<file path="config.mk">
export PLATFORM = sky130hd
export DESIGN_NAME = apb_unlock_gate
export DESIGN_NICKNAME = d
export VERILOG_FILES = /design/src/rtl/agate_pkg.sv /design/src/rtl/agate_addr_decode.sv /design/src/rtl/agate_unlock_fsm.sv /design/src/rtl/agate_regfile.sv /design/src/rtl/apb_unlock_gate.sv
export SDC_FILE = /design/constraint.sdc
export NUM_CORES = 1
export LEC_CHECK = 0
export ABC_AREA = 0
export CAP_MARGIN = 10
export CORE_MARGIN = 2
export CORE_UTILIZATION = 50
export DETAILED_ROUTE_END_ITERATION = 6
export DONT_BUFFER_PORTS = 1
export PLACE_DENSITY_LB_ADDON = 0.25
export RECOVER_POWER = 100
export SETUP_SLACK_MARGIN = 0.4
export SLEW_MARGIN = 20
export SYNTH_ARGS = -nofsm -noshare
export SYNTH_HDL_FRONTEND = slang
export SYNTH_SLANG_ARGS = --single-unit
</file>
<file path="constraint.sdc">
create_clock -name clk -period 6 [get_ports clk]
set_clock_uncertainty 0.1 [all_clocks]
set_input_delay 0.6 -clock clk [delete_from_list [all_inputs] [get_ports clk]]
set_output_delay 0.6 -clock clk [all_outputs]
set_load 0.005 [all_outputs]
</file>
<file path="src/rtl/agate_pkg.sv">
package agate_pkg;
  localparam logic [31:0] UNLOCK_KEY = 32'h757B_DF0D;

  localparam int unsigned OFF_CTRL = 32'h00;
  localparam int unsigned OFF_LOCK = 32'h04;
  localparam int unsigned OFF_STAT = 32'h14;
  localparam int unsigned OFF_IDEN = 32'h30;
  localparam int unsigned OFF_KEY  = 32'h34;
  localparam int unsigned OFF_AUX  = 32'h80;

  typedef enum logic [1:0] {
    GATE_SEALED   = 2'd0,
    GATE_OPEN     = 2'd1,
    GATE_REJECTED = 2'd2
  } gate_state_e;

  typedef enum logic [2:0] {
    SEL_NONE = 3'd0,
    SEL_CTRL = 3'd1,
    SEL_LOCK = 3'd2,
    SEL_STAT = 3'd3,
    SEL_IDEN = 3'd4,
    SEL_KEY  = 3'd5,
    SEL_AUX  = 3'd6
  } reg_sel_e;
endpackage

</file>
<file path="src/rtl/agate_addr_decode.sv">
module agate_addr_decode
  import agate_pkg::*;
#(
  parameter int ADDR_W = 8
) (
  input  logic [ADDR_W-1:0] addr,
  output reg_sel_e          sel
);
  localparam int WORD_W = ADDR_W - 2;

  logic [WORD_W-1:0] word;
  logic              aligned;

  assign word    = addr[ADDR_W-1:2];
  assign aligned = (addr[1:0] == 2'b00);

  always_comb begin
    sel = SEL_NONE;
    if (aligned) begin
      if      (word == WORD_W'(OFF_CTRL / 4)) sel = SEL_CTRL;
      else if (word == WORD_W'(OFF_LOCK / 4)) sel = SEL_LOCK;
      else if (word == WORD_W'(OFF_STAT / 4)) sel = SEL_STAT;
      else if (word == WORD_W'(OFF_IDEN / 4)) sel = SEL_IDEN;
      else if (word == WORD_W'(OFF_KEY  / 4)) sel = SEL_KEY;
      else if (word == WORD_W'(OFF_AUX  / 4)) sel = SEL_AUX;
    end
  end
endmodule

</file>
<file path="src/rtl/agate_unlock_fsm.sv">
module agate_unlock_fsm
  import agate_pkg::*;
(
  input  logic        clk,
  input  logic        por_n,
  input  logic        xfer,
  input  logic        first_ok,
  output gate_state_e state
);
  gate_state_e state_q, state_d;

  always_comb begin
    state_d = state_q;
    if (xfer && (state_q == GATE_SEALED))
      state_d = first_ok ? GATE_OPEN : GATE_REJECTED;
  end

  always_ff @(posedge clk or negedge por_n) begin
    if (!por_n) state_q <= GATE_SEALED;
    else        state_q <= state_d;
  end

  assign state = state_q;


  open_holds_chk: assert property (@(posedge clk) disable iff (!por_n)
    (state_q == GATE_OPEN) |=> (state_q == GATE_OPEN));


  rejected_holds_chk: assert property (@(posedge clk) disable iff (!por_n)
    (state_q == GATE_REJECTED) |=> (state_q == GATE_REJECTED));
endmodule

</file>
<file path="src/rtl/agate_regfile.sv">
module agate_regfile
  import agate_pkg::*;
#(
  parameter int DATA_W   = 32,
  parameter int MODE_BIT = 0,
  parameter int RATE_BIT = 1
) (
  input  logic              clk,
  input  logic              por_n,
  input  logic              warm_n,
  input  logic              we,
  input  reg_sel_e          sel,
  input  logic [DATA_W-1:0] wdata,
  input  logic              user_mode,
  input  logic              set_illegal,
  input  gate_state_e       gate_state,
  input  logic              restricted,
  output logic [DATA_W-1:0] rdata,
  output logic              mode_out,
  output logic              rate_out
);
  logic [DATA_W-1:0] ctrl_q, ctrl_d;
  logic [DATA_W-1:0] lock_q, lock_d;
  logic [DATA_W-1:0] iden_q, iden_d;
  logic [DATA_W-1:0] aux_q,  aux_d;
  logic              ill_q,  ill_d;
  logic [DATA_W-1:0] status;

  always_comb begin
    ctrl_d = ctrl_q;
    lock_d = lock_q;
    iden_d = iden_q;
    aux_d  = aux_q;
    ill_d  = ill_q | set_illegal;
    if (we) begin
      case (sel)
        SEL_CTRL: ctrl_d = wdata;
        SEL_LOCK: lock_d = lock_q | wdata;
        SEL_IDEN: if (!user_mode) iden_d = wdata;
        SEL_AUX:  aux_d  = wdata;
        default:  ;
      endcase
    end
  end

  // lock bits: power-on reset only
  always_ff @(posedge clk or negedge por_n) begin
    if (!por_n) lock_q <= '0;
    else        lock_q <= lock_d;
  end

  always_ff @(posedge clk or negedge warm_n) begin
    if (!warm_n) begin
      ctrl_q <= '0;
      iden_q <= '0;
      aux_q  <= '0;
      ill_q  <= 1'b0;
    end else begin
      ctrl_q <= ctrl_d;
      iden_q <= iden_d;
      aux_q  <= aux_d;
      ill_q  <= ill_d;
    end
  end

  always_comb begin
    status    = '0;
    status[0] = ill_q;
    status[1] = (gate_state == GATE_OPEN);
    status[2] = (gate_state == GATE_REJECTED);
    status[3] = restricted;
  end

  always_comb begin
    case (sel)
      SEL_CTRL: rdata = ctrl_q;
      SEL_LOCK: rdata = lock_q;
      SEL_STAT: rdata = status;
      SEL_IDEN: rdata = iden_q;
      SEL_AUX:  rdata = aux_q;
      default:  rdata = '0;
    endcase
  end

  assign mode_out = ctrl_q[MODE_BIT];
  assign rate_out = ctrl_q[RATE_BIT];


  lock_monotonic_chk: assert property (@(posedge clk) disable iff (!por_n)
    por_n |=> ((lock_q & $past(lock_q)) == $past(lock_q)));


  iden_frozen_chk: assert property (@(posedge clk) disable iff (!warm_n)
    (we && sel == SEL_IDEN && user_mode) |=> $stable(iden_q));


  illegal_sticky_chk: assert property (@(posedge clk) disable iff (!warm_n)
    ill_q |=> ill_q);
endmodule

</file>
<file path="src/rtl/apb_unlock_gate.sv">
module apb_unlock_gate
  import agate_pkg::*;
#(
  parameter int ADDR_W   = 8,
  parameter int DATA_W   = 32,
  parameter int STRAP_W  = 6,
  parameter int MODE_BIT = 0,
  parameter int RATE_BIT = 1
) (
  input  logic               clk,
  input  logic               por_n,
  input  logic               rst_n,
  input  logic               psel,
  input  logic               penable,
  input  logic               pwrite,
  input  logic [ADDR_W-1:0]  paddr,
  input  logic [DATA_W-1:0]  pwdata,
  output logic [DATA_W-1:0]  prdata,
  output logic               pready,
  output logic               pslverr,
  input  logic [STRAP_W-1:0] strap_sec,
  input  logic               user_mode,
  output logic               int_port_sel,
  output logic               quarter_rate
);
  // Both resets are assumed to be released synchronously upstream.
  logic        warm_n;
  logic        xfer;
  logic        first_ok;
  logic        restricted;
  logic        illegal;
  logic        reg_we;
  reg_sel_e    sel;
  gate_state_e state;
  logic [DATA_W-1:0] rf_rdata;

  assign warm_n     = por_n & rst_n;
  assign xfer       = psel & penable;
  assign restricted = |strap_sec;

  agate_addr_decode #(.ADDR_W(ADDR_W)) u_decode (
    .addr (paddr),
    .sel  (sel)
  );

  assign first_ok = pwrite && (sel == SEL_KEY) && (pwdata == DATA_W'(UNLOCK_KEY));

  agate_unlock_fsm u_fsm (
    .clk      (clk),
    .por_n    (por_n),
    .xfer     (xfer),
    .first_ok (first_ok),
    .state    (state)
  );

  always_comb begin
    case (state)
      GATE_SEALED: illegal = !first_ok;
      GATE_OPEN:   illegal = pwrite && restricted;
      default:     illegal = 1'b1;
    endcase
  end

  assign reg_we  = xfer && pwrite && !illegal && (state == GATE_OPEN);
  assign pslverr = xfer && illegal;
  assign pready  = 1'b1;

  agate_regfile #(
    .DATA_W   (DATA_W),
    .MODE_BIT (MODE_BIT),
    .RATE_BIT (RATE_BIT)
  ) u_regs (
    .clk         (clk),
    .por_n       (por_n),
    .warm_n      (warm_n),
    .we          (reg_we),
    .sel         (sel),
    .wdata       (pwdata),
    .user_mode   (user_mode),
    .set_illegal (pslverr),
    .gate_state  (state),
    .restricted  (restricted),
    .rdata       (rf_rdata),
    .mode_out    (int_port_sel),
    .rate_out    (quarter_rate)
  );

  assign prdata = (xfer && !pwrite && !illegal && state == GATE_OPEN) ? rf_rdata : '0;


  sealed_read_err_chk: assert property (@(posedge clk) disable iff (!por_n)
    (xfer && !pwrite && state == GATE_SEALED) |-> (pslverr && prdata == '0));


  rejected_err_chk: assert property (@(posedge clk) disable iff (!por_n)
    (xfer && state == GATE_REJECTED) |-> (pslverr && !reg_we));


  strap_write_err_chk: assert property (@(posedge clk) disable iff (!por_n)
    (xfer && pwrite && state == GATE_OPEN && restricted) |-> (pslverr && !reg_we));
endmodule

</file>
After elaboration in Yosys (flattened, before gate mapping). Cells that the tools add are included.

Word-level logic and storage cells: 58. Register bits after elaboration: 131. Input port bits: 53. Output and inout port bits: 36.

Eq/ne operators: 14. Reduce and logical (&&, ||, !) cells: 22. Bitwise logic cells: 5. Mux-type cells: 11.

Operators with widths (number): $pmux W32 S5 (1); $eq A32 B31 Y1 const B (1); $mux W32 (1); $or A32 B32 Y32 (1); $mux W3 (7); $eq A6 B4 Y1 const B (2); $logic_and A1 B1 Y1 (11); $eq A3 B3 Y1 const B (3); $eq A3 B2 Y1 const B (2); $eq A6 B1 Y1 const B (1); $eq A6 B3 Y1 const B (1); $eq A6 B6 Y1 const B (1); $logic_not A6 Y1 (1); $reduce_and A2 Y1 (3); $reduce_or A6 Y1 (1); $logic_not A2 Y1 (2); $eq A3 B1 Y1 const B (1); $logic_not A1 Y1 (3); $reduce_and A3 Y1 (1); $and A1 B1 Y1 (2); $eq A2 B1 Y1 const B (1); $eq A2 B2 Y1 const B (1); $mux W2 (1); $pmux W1 S2 (1); 2 further kinds (2).

Depth between registers and ports, before layout.
Depth in word-level cells: 17. Mapped depth: 7.

Cells and area by module. A second synthesis with hierarchy kept.

Cell total of the unflattened synthesis: 491. Area, all modules: 6323.6 sq um.

Modules (own cells, without submodules): agate_regfile (area an instance 5766.8 sq um, cells each 411, times used 1); apb_unlock_gate (area an instance 405.4 sq um, cells each 64, times used 1); agate_addr_decode (area an instance 78.8 sq um, cells each 10, times used 1); agate_unlock_fsm (area an instance 72.6 sq um, cells each 6, times used 1).

Worst setup path before layout. Ideal clock, no wire load.

Path kind: input port to output port. Start point: input paddr[6]. End point: output prdata[1]. Path slack: 3349 ps. Path buffers: 1. Arrival: 1951 ps. Stages on the path: 5. Cell sequence: or4_1 -> buf_2 -> nor4_1 -> nand3_1 -> a31oi_1.

Cells in the longest elaborated chain, start to end: 17.

RTL lines: from (decl) (line apb_unlock_gate.sv:16) `input logic [ADDR_W-1:0] paddr,`; $eq A6 B6 Y1 (line agate_addr_decode.sv:25) `else if (word == WORD_W'(OFF_AUX / 4)) sel = SEL_AUX;`; $mux W3 (line agate_addr_decode.sv:25); $mux W3 (line agate_addr_decode.sv:24) `else if (word == WORD_W'(OFF_KEY / 4)) sel = SEL_KEY;`; $mux W3 (line agate_addr_decode.sv:23) `else if (word == WORD_W'(OFF_IDEN / 4)) sel = SEL_IDEN;`; $mux W3 (line agate_addr_decode.sv:22) `else if (word == WORD_W'(OFF_STAT / 4)) sel = SEL_STAT;`; $mux W3 (line agate_addr_decode.sv:21) `else if (word == WORD_W'(OFF_LOCK / 4)) sel = SEL_LOCK;`; $mux W3 (*) (line agate_addr_decode.sv:20) `if (word == WORD_W'(OFF_CTRL / 4)) sel = SEL_CTRL;`; $mux W3 (*) (line agate_addr_decode.sv:19) `if (aligned) begin`; $eq A3 B3 Y1 (line apb_unlock_gate.sv:46) `assign first_ok = pwrite && (sel == SEL_KEY) && (pwdata == DATA_W'(UNLOCK_KEY));`; $logic_and A1 B1 Y1 (2 in series) (line apb_unlock_gate.sv:46); $logic_not A1 Y1 (line apb_unlock_gate.sv:58) `GATE_SEALED: illegal = !first_ok;`; $pmux W1 S2 (line apb_unlock_gate.sv:57) `case (state)`; $logic_not A1 Y1 (line apb_unlock_gate.sv:88) `assign prdata = (xfer && !pwrite && !illegal && state == GATE_OPEN) ? rf_rdata : '0;`; $logic_and A1 B1 Y1 (2 in series) (line apb_unlock_gate.sv:88); $mux W32 (*) (line apb_unlock_gate.sv:88); to (decl) (line apb_unlock_gate.sv:18) `output logic [DATA_W-1:0] prdata,`.

Mark *: on every way between the ends. The rest lies on a longest branch, timed or not.

Worst setup path in the final report.
Start point: input paddr[6]. End point: register u_regs.iden_q[21].

Cells in the longest elaborated chain, start to end: 17.

RTL lines: $eq A6 B6 Y1 (line agate_addr_decode.sv:25); $mux W3 (line agate_addr_decode.sv:25); $mux W3 (line agate_addr_decode.sv:24); $mux W3 (line agate_addr_decode.sv:23); $mux W3 (line agate_addr_decode.sv:22); $mux W3 (line agate_addr_decode.sv:21); $mux W3 (*) (line agate_addr_decode.sv:20); $mux W3 (*) (line agate_addr_decode.sv:19); $eq A3 B3 Y1 (line apb_unlock_gate.sv:46); $logic_and A1 B1 Y1 (2 in series) (line apb_unlock_gate.sv:46); $logic_not A1 Y1 (line apb_unlock_gate.sv:58); $pmux W1 S2 (line apb_unlock_gate.sv:57); $logic_not A1 Y1 (line apb_unlock_gate.sv:64) `assign reg_we = xfer && pwrite && !illegal && (state == GATE_OPEN);`; $logic_and A1 B1 Y1 (2 in series) (line apb_unlock_gate.sv:64); $reduce_and A3 Y1 (no line) (*); to (signal assigned) (line agate_regfile.sv:60) `iden_q <= iden_d;`; to (decl) (line agate_regfile.sv:24) `logic [DATA_W-1:0] iden_q, iden_d;`.

Marked as above. A chain may end at the register's enable or synchronous reset.

==> summary.md <==
| Metric | Value |
|---|---|
| Routed WL per cell | `24.3 um` |
| Hold_sp | `pwdata[29]` |
| Total gr overflow | `0` |
| Number of core rows | `40` |
| CP Capture Type | `register` |
| Leakage power | `3.34 nW` |
| Yosys reg bits | `131` |
| Number of global-route vias before repair | `4575` |
| CP cell instances | `nor4_1, nand2b_1, clkbuf_1, nor4_4, clkbuf_1, mux2_1` |
| Pwr/cell area | `293 mW/mm^2` |
| Clk_lat worst skew | `0.42 ns` |
| Clk slew on worst S/H paths | `0.06 ns` |
| Max incr delay on CP | `1.26 ns` |
| Critical path startpoint | `paddr[6]` |
| Area growth, synth to finish | `10.3%` |
| Cell Area, Placed | `0.00624 mm^2` |
| FFs w/ async S/R, synth | `100%` |
| Die H | `115 um` |
| Hpwl dp | `10.1 mm` |
| CP Depth | `6` |
| WS Path Type | `in -> reg` |
| CP max FO | `23` |
| Root Driver | `clkbuf_16` |
| Synth cell types | `46` |
| Vias | `4199` |
| All-layer global routing usage | `26.3%` |
| Share of layout cells above drive strength 1 | `7.23%` |
| Core Area | `0.0120 mm^2` |
| Crit path time final | `4.28 ns` |
| Gpl congestion | `0.785` |
| First-pass GRT wire length | `25.7 mm` |
| Required @ worst endpoint | `6.20 ns` |
| Final WL | `16.0 mm` |
| Metal3 WL | `1.29 mm` |
| # resized after CTS | `0` |
| Status | `finished, violations left` |
| Final Cycle Share | `71.3%` |
| Largest net degree at the start of global routing | `66` |
| Sequential area share after synthesis | `53.2%` |
| Final hold vios | `0` |
| Crit start category | `input pin` |
| Slew Limit Headroom | `-47.4%` |
| Initial detailed-routing violation count | `264` |
| Routed wl met2 | `7.73 mm` |
| Die X | `115 um` |
| Post-synth EDFFs | `0` |
| Crit path max-delay cell type | `clkbuf_1` |
| Final setup viols | `0` |
| Commonest non-fill, non-tap cell in the layout | `dfrtp_1` |
| Worst-Margin Slew | `2.21 ns` |
| Max Root-Sink Buffers | `2` |
| DRT antenna net count | `0` |
| IO buf count | `0` |
| WHS Path Cells | `1` |
| H-tree depth | `4` |
| CTS tree | `yes` |
| Met1 WL | `6.75 mm` |
| RSZ-0062 raised after global routing | `no` |
| Synthesized net count | `559` |
| Fmax | `234 MHz` |
| Cell mode on critical path | `clkbuf_1` |
| Top Layer Used | `met4` |
| Synth Instances | `506` |
| Mean Syn Cell Area | `12.2 um^2` |
| Critical path's top delay family | `buffers and inverters` |
| Area of all placed cells without fillers | `0.00680 mm^2` |
| Most frequent cells in the layout | `dfrtp_1 (131), mux2_1 (96), a21o_1 (51), nand2_1 (34), a21oi_1 (31)` |
| Top_reg_cell synth | `dfrtp_1` |
| Io pins | `89` |
| DR DRC count | `0` |
| Hold/Removal Path Class | `in -> reg` |
| Reg2Reg Depth | `5` |
| Synth warnings | `0` |
| Vias/cell | `6.37` |
| Initial antenna violation count | `0` |
| Failing checks | `capacitance limit, slew limit` |
| TritonCTS buffer count | `17` |
| Setup tns final | `0 ns` |
| Mapped cell area | `0.00616 mm^2` |
| Clock Sink Count | `131` |
| Final Slew Violations | `251` |
| Worst R2R Start | `u_fsm.state[1]$_DFFE_PN0P_` |
| # nets final | `552` |
| Die area | `0.0132 mm^2` |
| IR drop worst, VDD | `189 uV` |
| Buf/Inv on CP | `2` |
| Router iterations before antenna repair | `4` |
| CP arrival | `4.48 ns` |
| Ant diodes | `0` |
| Initial core utilization | `51.3%` |
| Max-cap violation count | `9` |
## per-stage QoR
stage               cells  worst slack, ns  power (mW)  utilization, %  hold slack (ns)
floorplan             506             2.25       0.931               -            0.204
global route          659             1.39        2.06            56.6            0.170
global placement      623             2.58       0.937            51.7            0.206
detailed placement    624             2.55       0.937            52.0            0.206
CTS                   658             2.67        2.01            57.3           0.0688
finish                659             1.72        1.99            56.6            0.183
## layout make-up
type	instances	area (um^2)
clock buffer	24	492
clock inverter	8	124
fill	1038	5220
inverter	4	15.0
multi-input combinational	333	2630
sequential	131	3280
tap	147	184
timing repair buffer	12	75.1
## synth_stat cells, drive strengths merged, types with 2 or more instances
master,number,area (um^2)
buf,24,163
nor2,4,15.0
nor3,2,21.3
mux2,96,1080
nand3,23,115
a21oi,31,155
a2bb2oi,16,140
or4,2,15.0
or3b,2,17.5
a31oi,2,12.5
dfrtp,131,3280
inv,4,15.0
nand4b,2,17.5
nand2b,2,12.5
a22oi,30,225
nand3b,3,22.5
clkbuf,14,52.6
nand2,34,128
a21o,51,383
and4b,2,20.0
and3,3,18.8
nor4b,2,17.5
nor4,7,86.3
nand4,3,18.8
## worst paths after layout
kind                                                  to  slack (ns)
min reg2reg                u_regs.lock_q[30]$_DFFE_PN0P_        0.36
min                        u_regs.lock_q[29]$_DFFE_PN0P_        0.18
max in group asynchronous   u_regs.aux_q[21]$_DFFE_PN0P_        2.43
max                        u_regs.iden_q[21]$_DFFE_PN0P_        1.72
max reg2reg                 u_regs.aux_q[22]$_DFFE_PN0P_        2.18
min in group asynchronous   u_regs.aux_q[28]$_DFFE_PN0P_        0.76
## power breakdown
part           switching, mW  internal [mW]
clock                  0.372          0.696
sequential     0.00000000814          0.884
combinational         0.0326        0.00838
total                  0.405           1.59
## worst reg2reg max path, stage by stage (launching register included)
cell and delay [ns]:
dfrtp_1 0.41, and4b_1 0.30, nand4_1 0.20, nor2_1 1.37
clkbuf_1 0.91, mux2_1 0.40
## metal layers
metal	GRT usage, %	vias up
met5	0	-
met4	7.07	0
met3	11.2	12
li1	-	1871
met1	33.1	2179
met2	42.2	137
## flip-flops by register name, indices dropped and copies added (netlist names)
signal,flops
u_regs.aux_q,32
u_regs.ctrl_q,32
u_regs.iden_q,32
u_regs.lock_q,32
u_fsm.state,2
u_regs.ill_q,1
## cells by family after synthesis
logic type | share of synthesized area [%]
multiplexers | 17.5
flip-flops | 53.2
AND/OR/NAND/NOR | 9.68
buffers and inverters | 3.74
other | 0.0608
AO/OA/AOI/OAI | 15.8
## timing repair
item,in CTS,in global routing
buffers inserted,0,0
endpoints found under the hold margin,34,0
hold buffers,2,0
Power figures use the tool's default switching activity.
